File: src/rtl/samp_status_reg.sv
module samp_status_reg #(
  parameter int ADDR_W     = 4,
  parameter int STAT0_ADDR = 6,
  parameter int STAT1_ADDR = 7
) (
  input  logic              clk,
  input  logic              rst,
  input  logic              clk_mode,
  input  logic              samp_busy,
  input  logic              samp_clk_in,
  input  logic              ev_data,
  input  logic              ev_ovw,
  input  logic              ev_fifo,
  input  logic              cmd_init,
  input  logic              cmd_cond,
  input  logic              cmd_start,
  input  logic              bus_wr,
  input  logic [ADDR_W-1:0] bus_addr,
  input  logic [7:0]        bus_wdata,
  output logic [7:0]        bus_rdata,
  output logic              conv_start
);
  localparam logic [ADDR_W-1:0] A0 = ADDR_W'(STAT0_ADDR);
  localparam logic [ADDR_W-1:0] A1 = ADDR_W'(STAT1_ADDR);

  // flg: 0 data-read, 1 overwrite, 2 clock-input, 3 clock-error, 4 fifo
  logic [4:0] flg;
  logic [4:0] set_v, clr_v;
  logic       wr0, wr1, clk_ok, clk_err, cmd_clr;
  logic [7:0] stat0, stat1;

  assign wr0     = bus_wr && (bus_addr == A0);
  assign wr1     = bus_wr && (bus_addr == A1);
  assign clk_ok  = clk_mode && samp_clk_in && !samp_busy;
  assign clk_err = clk_mode && samp_clk_in && samp_busy;
  assign cmd_clr = cmd_init || cmd_cond || (cmd_start && !samp_busy);

  assign set_v = {ev_fifo, clk_err, clk_ok, ev_ovw, ev_data};
  assign clr_v = {wr1 && bus_wdata[4], wr0 && bus_wdata[5], wr0 && bus_wdata[4],
                  wr0 && bus_wdata[2], wr0 && bus_wdata[0]} | {5{cmd_clr}};

  always_ff @(posedge clk) begin
    if (rst) flg <= '0;
    else     flg <= set_v | (flg & ~clr_v);
  end

  assign stat0 = {2'b00, flg[3], flg[2], 1'b0, flg[1], 1'b0, flg[0]};
  assign stat1 = {3'b000, flg[4], 4'b0000};

  assign bus_rdata  = (bus_addr == A0) ? stat0 :
                      (bus_addr == A1) ? stat1 : 8'h00;
  assign conv_start = clk_ok;
endmodule

File: config.mk
export PLATFORM = sky130hd
export DESIGN_NAME = samp_status_reg
export DESIGN_NICKNAME = d
export VERILOG_FILES = /design/src/rtl/samp_status_reg.sv
export SDC_FILE = /design/constraint.sdc
export NUM_CORES = 1
export LEC_CHECK = 0
export BUFFER_PORTS_ARGS = -buffer_cell sky130_fd_sc_hd__buf_2
export CORE_AREA = 2 2 39 41
export CTS_CLUSTER_SIZE = 16
export DETAILED_ROUTE_END_ITERATION = 8
export DIE_AREA = 0 0 41 43
export GPL_TIMING_DRIVEN = 0
export SLEW_MARGIN = 10
export SYNTH_ARGS = -nofsm -noshare
export SYNTH_HDL_FRONTEND = slang
export SYNTH_SLANG_ARGS = --single-unit
File: constraint.sdc
create_clock -name clk -period 0.9 [get_ports clk]
set_input_delay 0.045 -clock clk [delete_from_list [all_inputs] [get_ports clk]]
set_output_delay 0.045 -clock clk [all_outputs]
set_load 0.05 [all_outputs]
* After elaboration in Yosys (flattened, before gate mapping)
Index checks and enable logic that the tools add are counted. Widths: inputs -> output; s select.
Storage, ports and cells: latch bits 0, ROM bits 0, logic and storage cells 23, register bits after elaboration 5, memories kept 0, memory bits (writable) 0, output and inout port bits 9
Cells by class: eq/ne operators 2, bitwise operators 4, muxes and demuxes 2, shift-type cells 0, reduce and logical (&&, ||, !) cells 14, magnitude comparators 0, add/sub/neg operators 0, multipliers 0, div/mod/pow operators 0
Operators with widths (number):
- $logic_and 1x1->1 | 11
- $or 5x5->5 | 2
- $eq 4x3->1 const B | 2
- $mux 6 | 1
- $and 5x5->5 | 1
- $mux 5 | 1
- $not 5->5 | 1
- $logic_or 1x1->1 | 2
- $logic_not 1->1 | 1

* Logic depth before layout (Yosys ltp)
depth after elaboration 7, gate-level depth with buffers 3, depth with buffers taken out 3

* Least setup slack after synthesis
OpenSTA, ideal clock, no wires.
path kind flip-flop to output port, start point register flg[4], end point output port bus_rdata[4], stages on the path, launching flop included 3, arrival 1.066 ns, slack -0.211 ns, path buffers 0, required time 0.855 ns, cell sequence dfxtp_1 > mux2i_1 > nor2b_1
On the way: word-level cells in the longest chain between the ends 2
RTL lines:
- from (decl) | RTL line 27 | logic [4:0] flg;
- from (signal assigned) | RTL line 44 | else flg <= set_v | (flg & ~clr_v);
- $mux 5 | RTL line 51 | (bus_addr == A1) ? stat1 : 8'h00;
- $mux 6 | RTL line 50 | assign bus_rdata = (bus_addr == A0) ? stat0 :
- to (decl) | RTL line 20 | output logic [7:0] bus_rdata,
No other way between the ends.

* Worst setup path after layout
Ends and elaborated chain as after synthesis.

==> run summary <==
vias: 350
CTS Hold Bufs: 0
GRT met3 Usage: 0.0628
global-route usage over all layers: 0.109
Filler Cell Count: 143
crit share post-route: 1.08
most frequent cells in the layout: buf_2, a32o_1, dfxtp_2
Die ar.: 0.00176 mm²
ant diodes: 0
critical path data arrival time: 0.92 ns
Power Dens Cells: 1190 mW/mm²
max FFs per register: 5
global routing's busiest layer: met2
Worst-Skew Late Latency: 0.24 ns
Crit Path Category: flop to primary output
Achievable Freq: 1030 MHz
largest net degree at the start of global routing: 8
post-layout min period: 0.970 ns
final antenna-violating net count: 0
fin nets: 89
Final setup viols: 1
layout cells sized above 1: 0.672
depth of the CTS H-tree: 1
Core ar.: 0.00138 mm²
crit end category: primary output
GR Layer Usage met1: 0.120
Syn Inst Count: 33
Layout area overhead: 74.7%
maximum root-to-sink buffer count: 2
Reg clk slew, reported paths: 0.04 ns
crit path to: bus_rdata[4]
Mapped Area: 317 µm²
Ys Warns: 0
Slew Viols, Final: 0
met2 Use GR: 0.175
GRT overflow: 0
chip height: 43 µm
flops & latches, synth: 5
placed cell count: 76
Worst R2R Setup Slack: 0.27 ns
Hold/Removal Path Class: primary input to flop
setup slack after layout: -0.0696 ns
Total Wirelength: 825 µm
Detailed Routing Iterations Pass 1: 3
outcome: finished with violations
post-cts sizing count: 10
# rows: 14
initial core utilization: 0.229
non-filler cells, final: 80
GPL Wtd Cong: 0.580
CTS Buf Count: 3
initial antenna violation count: 0
Die W: 41 µm
biggest regs: flg x5
# clock sinks: 5
sequential share of the synthesized area: 0.316
TritonCTS clock tree: done
Boundary Pins: 33
DR iter-0 viols: 4
WL per Instance: 10.3 µm
Leak: 0.264 nW
final hold vios: 0
CP Launch Point: flg[4]
I/O Buffers: 24
failing checks: negative setup slack
data required time of the worst path: 0.85 ns
worst r2r path cells: 1
Avg Vias per Cell: 4.38
Reg with most FFs: flg
Max VDD drop: 0.685 mV
remaining routing DRC violations: 0
worst r2r src: flg[2]
Max-Cap Viols: 0
first-pass GRT wire length: 1.22 mm
clock skew: 0 ns
total power: 0.661 mW
Yosys cell types: 16
Worst Setup Start Kind: flop
vias in the first global route: 309
crit-path max FO: 2
Avg Cell Area, Syn: 9.59 µm²
RSZ-0062 raised after global routing: yes
CTS root buffer: clkbuf_4
Place WS: -0.0871 ns
most common cell after layout, fill and taps aside: buf_2
Reg2Reg Capture Point: flg[2]
setup repair bufs after CTS: 0
==> logic make-up after synthesis <==
group	count (synthesis)	synth area share
flip-flops	5	0.316
buffers and inverters	6	0.119
multiplexers	1	0.0316
AO/OA/AOI/OAI	6	0.245
AND/OR/NAND/NOR	14	0.277
other	1	0.0118
==> synth_stat cells (all sizes together) <==
cell type	count	share of area
buf	4	0.095
conb	1	0.012
a2111oi	1	0.087
dfxtp	5	0.32
mux2i	1	0.032
and3b	1	0.028
nand3	4	0.063
nor2b	1	0.020
and2	3	0.059
nand2	1	0.012
and4bb	1	0.051
inv	2	0.024
a32o	5	0.16
nor2	2	0.024
nand4	1	0.020
==> cell type report <==
class	instances	area, µm²	share of cell area
tap	16	20.0	0.0362
timing repair buffer	24	163	0.294
sequential	5	106	0.192
buffer	4	30.0	0.0543
inverter	2	7.51	0.0136
multi-input combinational	25	200	0.362
clock buffer	4	26.3	0.0475
==> metal layers <==
metal	routed length, µm	vias up
met1	256	152
li1	-	179
met3	115	0
met4	0	0
met2	454	19
met5	0	-
==> metrics by stage <==
stage / cell area [µm²] / TNS, ns / utilization / hold WS [ns]
after global placement: 470 / -0.434 / 0.340 / 0.253
after floorplan: 330 / 0 / - / 0.167
after global routing: 553 / -0.128 / 0.400 / 0.0149
after detailed placement: 470 / -0.545 / 0.340 / 0.257
final: 553 / -0.0696 / 0.400 / 0.0133
after CTS: 526 / -0.0840 / 0.380 / 0.00790
==> how the worst min path moves through the flow <==
stage / to / cells after the start / startpoint
after floorplan: flg[0] / 1 / ev_data
after global placement: flg[1] / 2 / ev_ovw
after detailed placement: flg[1] / 2 / ev_ovw
after CTS: flg[1] / 2 / ev_ovw
after global routing: flg[0] / 2 / ev_data
final: flg[1] / 2 / ev_ovw
==> critical path: stages, from the launching register on <==
cell,delay (ns)
dfxtp_2,0.31
mux2i_1,0.17
nor2b_2,0.06
buf_6,0.15
==> power breakdown <==
part	internal (mW)	switching (mW)	leakage, nW
registers	0.236	0.00548	0.0430
clock network	0.167	0.0854	0.0150
logic	0.0721	0.0945	0.206
total	0.475	0.185	0.264
(Power assumes the default switching activity.)
